`src/rtl/sched_pkg.sv`:
```
package sched_pkg;

    typedef struct packed {
        logic run;
        logic start;
    } sched_state_t;

    typedef struct packed {
        logic seen;
    } blank_mem_t;

endpackage

```
`src/rtl/sched_timer.sv`:
```
module sched_timer #(
    parameter int MIN_PERIOD = 850,
    parameter int FALLBACK   = 500,
    parameter int STARTER    = 1300
) (
    input  logic clk,
    input  logic rst_n,
    input  logic clear,
    input  logic restart,
    output logic in_blank,
    output logic fb_point,
    output logic st_point
);
    localparam int CW        = $clog2(STARTER + 1);
    localparam int BLANK_END = MIN_PERIOD - 1;
    localparam int FB_AT     = MIN_PERIOD + FALLBACK - 1;
    localparam int ST_AT     = STARTER - 1;

    typedef struct packed {
        logic [CW-1:0] cnt;
    } timer_t;

    timer_t tm_q, tm_d;

    always_comb begin
        tm_d = tm_q;
        if (clear || restart) begin
            tm_d.cnt = '0;
        end else if (tm_q.cnt != CW'(ST_AT)) begin
            tm_d.cnt = tm_q.cnt + 1'b1;
        end
    end

    always_ff @(posedge clk or negedge rst_n) begin
        if (!rst_n) begin
            tm_q <= '0;
        end else begin
            tm_q <= tm_d;
        end
    end

    assign in_blank = (tm_q.cnt < CW'(BLANK_END));
    assign st_point = (tm_q.cnt == CW'(ST_AT));

    generate
        if (FB_AT <= ST_AT) begin : g_fb_live
            assign fb_point = (tm_q.cnt == CW'(FB_AT));
        end else begin : g_fb_dead
            assign fb_point = 1'b0;
        end
    endgenerate

    // the elapsed count never runs past the starter deadline
    p_cnt_bound_r6: assert property (@(posedge clk) disable iff (!rst_n)
        tm_q.cnt <= CW'(ST_AT));

    // a clear returns the count to zero on the next clock
    p_clear_zero_r10: assert property (@(posedge clk) disable iff (!rst_n)
        clear |=> in_blank || (BLANK_END == 0));

endmodule

```
`src/rtl/sched_blank_mem.sv`:
```
module sched_blank_mem (
    input  logic clk,
    input  logic rst_n,
    input  logic clear,
    input  logic mark,
    output logic seen
);
    import sched_pkg::*;

    blank_mem_t mem_q, mem_d;

    always_comb begin
        mem_d = mem_q;
        if (clear) begin
            mem_d.seen = 1'b0;
        end else if (mark) begin
            mem_d.seen = 1'b1;
        end
    end

    always_ff @(posedge clk or negedge rst_n) begin
        if (!rst_n) begin
            mem_q <= '0;
        end else begin
            mem_q <= mem_d;
        end
    end

    assign seen = mem_q.seen;

    // a clear always wins over a mark on the same clock
    p_clear_wins_r8: assert property (@(posedge clk) disable iff (!rst_n)
        clear |=> !seen);

    // a blanked valley is held until the next clear
    p_mark_held_r7: assert property (@(posedge clk) disable iff (!rst_n)
        (seen && !clear) |=> seen);

endmodule

```
`src/rtl/valley_cycle_sched.sv`:
```
module valley_cycle_sched #(
    parameter int MIN_PERIOD = 850,
    parameter int FALLBACK   = 500,
    parameter int STARTER    = 1300
) (
    input  logic clk,
    input  logic rst_n,
    input  logic enable,
    input  logic valley,
    output logic cycle_start
);
    import sched_pkg::*;

    sched_state_t st_q, st_d;

    logic in_blank;
    logic fb_point;
    logic st_point;
    logic seen;
    logic valley_take;
    logic fb_take;
    logic st_take;
    logic mark;
    logic mem_clear;

    sched_timer #(
        .MIN_PERIOD (MIN_PERIOD),
        .FALLBACK   (FALLBACK),
        .STARTER    (STARTER)
    ) u_timer (
        .clk      (clk),
        .rst_n    (rst_n),
        .clear    (!enable),
        .restart  (st_d.start),
        .in_blank (in_blank),
        .fb_point (fb_point),
        .st_point (st_point)
    );

    sched_blank_mem u_mem (
        .clk   (clk),
        .rst_n (rst_n),
        .clear (mem_clear),
        .mark  (mark),
        .seen  (seen)
    );

    always_comb begin
        valley_take = st_q.run && valley && !in_blank;
        fb_take     = st_q.run && seen && fb_point;
        st_take     = st_q.run && st_point;
        mark        = enable && st_q.run && valley && in_blank;

        st_d       = st_q;
        st_d.run   = enable;
        st_d.start = enable && (!st_q.run || valley_take || fb_take || st_take);

        mem_clear = !enable || st_d.start;
    end

    always_ff @(posedge clk or negedge rst_n) begin
        if (!rst_n) begin
            st_q <= '0;
        end else begin
            st_q <= st_d;
        end
    end

    assign cycle_start = st_q.start;

    // nothing is issued after enable was sampled low
    p_quiet_when_off_r1: assert property (@(posedge clk) disable iff (!rst_n)
        !enable |=> !cycle_start);

    // enable seen high while idle gives a strobe on the next clock
    p_first_after_enable_r2: assert property (@(posedge clk) disable iff (!rst_n)
        (enable && !st_q.run) |=> cycle_start);

    // the strobe lasts exactly one clock
    p_pulse_width_r3: assert property (@(posedge clk) disable iff (!rst_n)
        cycle_start |=> !cycle_start);

    // no strobe may follow a clock spent inside the blanking window
    p_blank_respected_r4: assert property (@(posedge clk) disable iff (!rst_n)
        (st_q.run && enable && in_blank) |=> !cycle_start);

    // the blanked-valley memory is empty whenever a strobe is out
    p_mem_clear_r8: assert property (@(posedge clk) disable iff (!rst_n)
        cycle_start |-> !seen);

endmodule

```
`config.mk`:
```
export PLATFORM = sky130hd
export DESIGN_NAME = valley_cycle_sched
export DESIGN_NICKNAME = d
export VERILOG_FILES = /design/src/rtl/sched_pkg.sv /design/src/rtl/sched_timer.sv /design/src/rtl/sched_blank_mem.sv /design/src/rtl/valley_cycle_sched.sv
export SDC_FILE = /design/constraint.sdc
export NUM_CORES = 1
export LEC_CHECK = 0
export BUFFER_PORTS_ARGS = -buffer_cell sky130_fd_sc_hd__buf_2
export CAP_MARGIN = 20
export CORE_AREA = 5 5 42 44
export DETAILED_ROUTE_END_ITERATION = 8
export DIE_AREA = 0 0 47 49
export GPL_ROUTABILITY_DRIVEN = 0
export PLACE_DENSITY_LB_ADDON = 0.3
export SKIP_CTS_REPAIR_TIMING = 1
export SYNTH_ARGS = -nofsm -noshare
export SYNTH_HDL_FRONTEND = slang
export SYNTH_SLANG_ARGS = --single-unit
```
`constraint.sdc`:
```
create_clock -name clk -period 1.5 [get_ports clk]
set_clock_uncertainty 0.1 [all_clocks]
set_input_delay 0.3 -clock clk [delete_from_list [all_inputs] [get_ports clk]]
set_output_delay 0.3 -clock clk [all_outputs]
set_load 0.02 [all_outputs]
```
==> results of run 1 <==
[cells by family (layout without fill, tap and decap cells)]
logic type / after synthesis / in the layout / synth area share
xor gates and xnor gates: 9 / 9 / 0.126
and+or+nand+nor: 32 / 32 / 0.248
AOI/OAI and AO/OA: 5 / 5 / 0.0500
buffers and inverters: 4 / 22 / 0.0360
adders and majority gates: 1 / 1 / 0.0200
DFF: 13 / 13 / 0.520
[metrics by stage]
stage | hold slack [ns] | worst slack (ns) | util | std cells | cell area, um2
6_report | 0.0660 | -0.0244 | 0.559 | 98 | 783
5_1_grt | 0.0514 | -0.0974 | 0.559 | 98 | 783
3_3_place_gp | 0.0979 | 0.0422 | 0.522 | 93 | 732
3_5_place_dp | 0.0981 | -0.0202 | 0.522 | 93 | 732
4_1_cts | -0.198 | -0.0422 | 0.541 | 97 | 758
2_1_floorplan | -0.0956 | 0.00226 | - | 64 | 628
[critical path, stage by stage (launching register included)]
cell,delay (ns)
dfrtp_1,0.39
ha_2,0.19
and4b_1,0.18
a31oi_2,0.19
nand4_1,0.13
buf_6,0.17
nor2_1,0.11
[power by group through the flow]
stage                     combinational [uW]  sequential [uW]  clock [uW]
after floorplan                         13.8              367           0
after global placement                  35.1              364           0
after detailed placement                35.7              365           0
after CTS                               35.9              358         219
after global routing                    43.6              358         236
final                                   39.3              358         216
[per-layer routing]
layer | track usage | routed length (um) | vias to the layer above
met1 | 0.150 | 613 | 251
met2 | 0.199 | 628 | 5
li1 | - | - | 251
met3 | 0.0332 | 44 | 2
met4 | 0.0415 | 9 | 0
met5 | 0 | 0 | -
[layout make-up]
type,count,share of cell area
sequential,13,0.415
inverter,3,0.0144
multi-input combinational,47,0.372
timing repair buffer,15,0.139
clock buffer,4,0.0335
tap,16,0.0256
[sequential cells by signal, indices dropped and copies added (netlist names)]
signal	cells
st_q	1
cycle_start	1
u_timer.tm_q	11
[worst paths after layout]
path	startpoint	end	slack, ns	depth (start not counted)
max in group asynchronous	rst_n	u_timer.tm_q[1]$_DFFE_PN0P_	0.74	2
hold reg to reg	u_timer.tm_q[0]$_DFFE_PN0P_	u_timer.tm_q[0]$_DFFE_PN0P_	0.46	2
setup / recovery	u_timer.tm_q[0]$_DFFE_PN0P_	u_timer.tm_q[8]$_DFFE_PN0P_	-0.02	6
hold / removal	enable	st_q[1]$_DFF_PN0_	0.07	1
min in group asynchronous	rst_n	u_timer.tm_q[10]$_DFFE_PN0P_	0.33	2
setup reg to reg	u_timer.tm_q[0]$_DFFE_PN0P_	u_timer.tm_q[8]$_DFFE_PN0P_	-0.02	6
[synthesized netlist by cell type (all sizes together)]
master	instances
nand4b	1
nand4	2
nor3	3
nand3	4
nor3b	1
xor2	3
nor2	15
nand2	3
a31oi	2
xnor2	6
buf	1
and3	2
ha	1
a211o	1
inv	3
and4b	1
o21ai	2
dfrtp	13
==> qor.csv, run 1 <==
stage,metric,value,unit
outcome,outcome,"finished, violations left",
outcome,violations,negative setup slack,
global_route,grt_use_total,0.122,
critical_path,end_kind,register,
logic_synthesis,netlist_area,626,um2
logic_synthesis,yosysUniqueCellTypes,19,
logic_synthesis,syn-num-nets,69,
sta,fmaxAchievable,656,MHz
worst_hold_path,min_path_type,primary input to register,
route,drtIter0Drc,9,
cells_and_area,final_common_cell,nor2_1,
route,drt_wl_total,1.30,mm
power,power.density,783,nW/um2
sta,tightest_slew,0.288,ns
clocking,clock_path_buffers,2,
power,p_clk_frac,0.353,
cells_and_area,multi_input_area,292,um2
cells_and_area,antenna_cells,0,
route,remaining_drc_errors,0,
die,ios,5,
sta,rsz0062_at_grt,true,
clocking,numCtsBuffers,3,
die,core-area,1400,um2
place,io_buffers,4,
logic_synthesis,synth.avg_cell_area,9.78,um2
power,p_sw,139,uW
sta,setup-violations-final,5,
die,start_util,0.446,
die,die_area,2300,um2
clocking,htreeDepth,1,
sta,fin_ws,-0.0244,ns
critical_path,critPathLaunchType,register,
power,p_sw_frac,0.227,
sta,slew_violations,0,
power,power_frac_seq,0.583,
logic_synthesis,yosysSeqAreaShare,0.520,
logic_synthesis,ys_warn_count,0,
sta,hold_viol,0,
critical_path,path_max_fanout,11,
power,fin_total_pwr,614,uW
global_route,grt_pass1_wl,2.06,mm
sta,finalCritPeriodShare,1.02,
cells_and_area,most-common-layout-cells,"nor2_1 (15), dfrtp_1 (13), buf_4 (9)",
cells_and_area,nets,88,
die,die_w,47,um
logic_synthesis,yosys.area.top_type,dfrtp_1,
route,dr.pass1.iters,4,
clocking,clk_latency,0.27,ns
cells_and_area,drive_gt1_frac,0.256,
logic_synthesis,ys_ff_latch,13,
cells_and_area,fillers,136,
clocking,cts_sinks,13,
power,peakVddDrop,336,uV
logic_synthesis,syn-instance-count,64,
global_route,grt_max_degree,14,
global_route,antenna_found_initial,0,
critical_path,worstSetupPathType,register to register,
clocking,clockRootBuffer,clkbuf_4,
flow_run,maxCapViolCount,0,
route,wl_per_cell,13.2,um
place,dpl.hpwl,971,um
die,die_h,49,um
route,antenna_left,0,
die,rows,14,
logic_synthesis,synth.area.top_cells,"dfrtp_1 (52%), nor2_1 (9.0%), xnor2_1 (8.4%)",
route,viasPerCell,5.19,
cells_and_area,regArea,325,um2
clocking,path_clk_slew,0.08,ns
clocking,cts_tree,built,
sta,maxSlewHeadroom,0.808,
critical_path,arrival,1.63,ns
critical_path,required,1.60,ns
logic_synthesis,synth_top_area_share,0.520,
cells_and_area,areaGrowthSynthToFinish,25.2,%
sta,setup-tns-final,-0.0613,ns
power,intPower,474,uW
sta,period_needed,1.52,ns
global_route,grt_overflow,0,
power,p_leak,0.000349,uW
route,vias,509,
power,combPwrFrac,0.064,
global_route,grt_pass1_vias,507,
No activity file was read; power rests on OpenSTA's default activity.
==> run 2: changes to the inputs <==
- ABC_AREA: unset -> 1
- CORE_AREA: 5 5 42 44 -> unset
- CORE_MARGIN: unset -> 5
- CORE_UTILIZATION: unset -> 50
- DIE_AREA: 0 0 47 49 -> unset
==> run 2 against run 1 <==
  * The run now ends clean
  * Routed wire length up 2.9%
  * Clock-buffer cell count is the same
  * Synthesized cell count up 36%
  * Sequential share of layout area is 1.6 points lower
  * Via count grew 12%
  * Area after synthesis up 12%
  * Critical path depth is 1 higher
  * Worst setup slack improved by 0.090 ns
  * Power rose by 0.47%
  * Critical path type unchanged
  * Largest power group unchanged
==> qor.csv, run 2 <==
stage,metric,value,unit,change
outcome,outcome,"finished, final reports clean",,
logic_synthesis,yosys.area.top_type,dfrtp_1,,
die,rows,13,,-1
critical_path,required,1.56,ns,-0.04 ns
route,drtIter0Drc,3,,-6
logic_synthesis,synthMuxAreaShare,0,,unchanged
power,p_clk_frac,0.350,,-0.003
global_route,grt_pass1_vias,505,,-0.39%
sta,maxSlewHeadroom,0.806,,-0.00236
route,antenna_left,0,,unchanged
critical_path,critPathLaunchType,register,,
critical_path,arrival,1.50,ns,-0.13 ns
logic_synthesis,ys_warn_count,0,,unchanged
cells_and_area,drive_gt1_frac,0.173,,-0.0826
cells_and_area,areaGrowthSynthToFinish,15.8,%,
sta,setup-violations-final,0,,-5
clocking,clock_path_buffers,2,,unchanged
power,p_sw_frac,0.230,,+0.00378
logic_synthesis,yosysUniqueCellTypes,19,,unchanged
critical_path,path_max_fanout,6,,-5
sta,rsz0062_at_grt,true,,
logic_synthesis,synth-simple-area-share,0.315,,+0.0669
worst_hold_path,holdCritStartpoint,enable,,
critical_path,worstSetupPathType,register to register,,
critical_path,end_kind,register,,
cells_and_area,fillers,114,,-16%
logic_synthesis,yosysSeqAreaShare,0.463,,-0.0574
sta,tightest_slew,0.292,ns,+0.00354 ns
route,met2WireLength,625,um,-0.48%
logic_synthesis,syn-num-nets,92,,+33%
critical_path,ff2ff_path_depth,7,,+1
cells_and_area,multi_input_area,354,um2,+21%
logic_synthesis,ys_async_sr_fraction,1.00,,unchanged
clocking,cts_sinks,13,,unchanged
power,fin_total_pwr,616,uW,+0.47%
logic_synthesis,syn-instance-count,87,,+36%
logic_synthesis,synthAdderAreaFrac,0.0178,,-0.00221
power,peakVddDrop,598,uV,+78%
route,dr.pass1.iters,4,,unchanged
cells_and_area,final_area,815,um2,+4.0%
global_route,grt_max_degree,14,,unchanged
worst_hold_path,whs_endpoint,st_q[1]$_DFF_PN0_,,
sta,setup-tns-final,0,ns,+0.0613 ns
route,wl_met1,635,um,+3.6%
clocking,clockRootBuffer,clkbuf_4,,
cells_and_area,largest_register_ff_count,11,,unchanged
worst_hold_path,min_path_type,primary input to register,,
logic_synthesis,synth_top_area_share,0.463,,-0.0574
power,power.density,757,nW/um2,-3.4%
clocking,clk_latency,0.28,ns,about the same
power,power_frac_seq,0.582,,about the same
sta,slew_violations,0,,unchanged
cells_and_area,final_common_cell,nor2_1,,
logic_synthesis,netlist_area,703,um2,+12%
place,dpl.hpwl,879,um,-9.5%
clocking,numCtsBuffers,3,,unchanged
place,io_buffers,4,,unchanged
sta,period_needed,1.43,ns,-0.0897 ns
route,viasPerCell,5.03,,-3.2%
die,die_w,47.5,um,+1.1%
die,core-area,1320,um2,-6.0%
sta,fmaxAchievable,697,MHz,+6.2%
die,die_area,2260,um2,-2.0%
place,place_inst,106,,+14%
route,dr_wl_met3,51,um,+16%
logic_synthesis,yosysMostFrequentCell,nor2_1,,
cells_and_area,antenna_cells,0,,unchanged
global_route,antenna_found_initial,0,,unchanged
logic_synthesis,synth-compound-area-share,0.0249,,-0.0251
clocking,cts_tree,built,,
clocking,htreeDepth,1,,unchanged
cells_and_area,most-common-layout-cells,"nor2_1 (21), nand2_1 (15), dfrtp_1 (13)",,
critical_path,worst-r2r-setup-slack,0.07,ns,+0.09 ns
sta,hold_ws,0.122,ns,+0.0560 ns
logic_synthesis,yosys_most_used_dff,dfrtp_1,,
clocking,path_clk_slew,0.07,ns,about the same
sta,finalCritPeriodShare,0.956,,-0.0598
cells_and_area,regArea,325,um2,unchanged
global_route,grt_use_total,0.138,,+0.0156
logic_synthesis,synth_top_family_by_area,simple AND/OR/NAND/NOR gates,,
logic_synthesis,synth_commonest_cells,"nor2_1 (22), nand2_1 (15), dfrtp_1 (13), inv_1 (11), xor2_1 (6)",,
logic_synthesis,synth_edf_count,0,,unchanged
cells_and_area,nets,104,,+18%
die,ios,5,,unchanged
flow_run,maxCapViolCount,0,,unchanged
route,vias,568,,+12%
power,intPower,474,uW,about the same
critical_path,reg2reg_to,u_timer.tm_q[3]$_DFFE_PN0P_,,
power,combPwrFrac,0.068,,+0.004
global_route,grt_overflow,0,,unchanged
route,drt_wl_total,1.33,mm,+2.9%
logic_synthesis,yosys.area_share.xor_xnor,0.0996,,-0.0264
power,p_leak,0.000331,uW,-5.0%
cells_and_area,layout.cells.non_filler,113,,+15%
route,remaining_drc_errors,0,,unchanged
die,die_h,47.5,um,-3.1%
route,highest_layer,met4,,
place,dpl_cell_area,738,um2,+0.85%
global_route,grt_pass1_wl,2.14,mm,+4.0%
power,p_sw,142,uW,+2.1%
logic_synthesis,synth.avg_cell_area,8.08,um2,-17%
logic_synthesis,ys_ff_latch,13,,unchanged
sta,hold_viol,0,,unchanged
cells_and_area,largest_register,u_timer.tm_q,,
critical_path,r2r-start,u_timer.tm_q[0]$_DFFE_PN0P_,,
die,start_util,0.534,,+0.0873
route,wl_per_cell,11.8,um,-11%
worst_hold_path,hold-path-cell-count,1,,unchanged
logic_synthesis,synth.area.top_cells,"dfrtp_1 (46%), nor2_1 (12%), nand2_1 (8.0%)",,
-- run 2: cell types whose count changed after synthesis, moves of 2 or more --
cell,previous run,this run
xnor2_1,6,2
inv_1,3,11
nor2_1,15,22
xor2_1,3,6
nor3_2,0,2
nand2_1,3,15
a31oi_1,2,0
nor3_1,3,0
-- run 2: final cells by class --
cell class | count | area share
inverters | 12 | 0.0553
flip-flops and latches | 13 | 0.399
multi-input cells | 62 | 0.435
repair buffers | 7 | 0.0553
well taps | 15 | 0.0230
clock buffers | 4 | 0.0323
-- run 2: cell families after synthesis --
group,after synthesis
AND/OR/NAND/NOR,49
adder cells (fa/ha/maj),1
XOR/XNOR,8
flip-flops,13
AO/OA/AOI/OAI,3
buffers and inverters,13
-- run 2: worst max path at each step --
stage                                           start                     endpoint  slack (ns)  depth (start not counted)
after floorplan           u_timer.tm_q[0]$_DFFE_PN0P_  u_timer.tm_q[0]$_DFFE_PN0P_        0.11                          8
after global placement    u_timer.tm_q[0]$_DFFE_PN0P_  u_timer.tm_q[0]$_DFFE_PN0P_        0.06                          7
after detailed placement  u_timer.tm_q[0]$_DFFE_PN0P_  u_timer.tm_q[2]$_DFFE_PN0P_        0.03                          7
after CTS                 u_timer.tm_q[0]$_DFFE_PN0P_  u_timer.tm_q[3]$_DFFE_PN0P_       0.005                          7
after global routing      u_timer.tm_q[0]$_DFFE_PN0P_        cycle_start$_DFF_PN0_       -0.08                          6
final                     u_timer.tm_q[0]$_DFFE_PN0P_  u_timer.tm_q[3]$_DFFE_PN0P_        0.07                          7
-- run 2: stage by stage --
step                 util  setup slack, ns
detailed placement  0.560           0.0285
global placement    0.560           0.0642
finish              0.618           0.0653
CTS                 0.580          0.00514
floorplan               -            0.110
global route        0.618          -0.0769
-- run 2: power by group through the flow --
stage	clock network, uW	registers [uW]	logic, uW
after floorplan	0	367	15.5
after global placement	0	365	30.3
after detailed placement	0	365	30.4
after global routing	238	359	47.3
final	216	358	41.9
after CTS	218	358	30.7
-- run 2: layer usage --
layer  global-route usage  up-vias
met3               0.0376        2
met2                0.203        9
met4               0.0884        0
met5                    0        -
li1                     -      294
met1                0.177      263
-- run 2: critical path: stages, from the launching register on --
cell      delay, ns
dfrtp_1        0.40
ha_1           0.18
nand2_1        0.05
nand3b_1       0.15
nor2_1         0.19
nor2_4         0.08
nand3_4        0.12
nor2_1         0.05
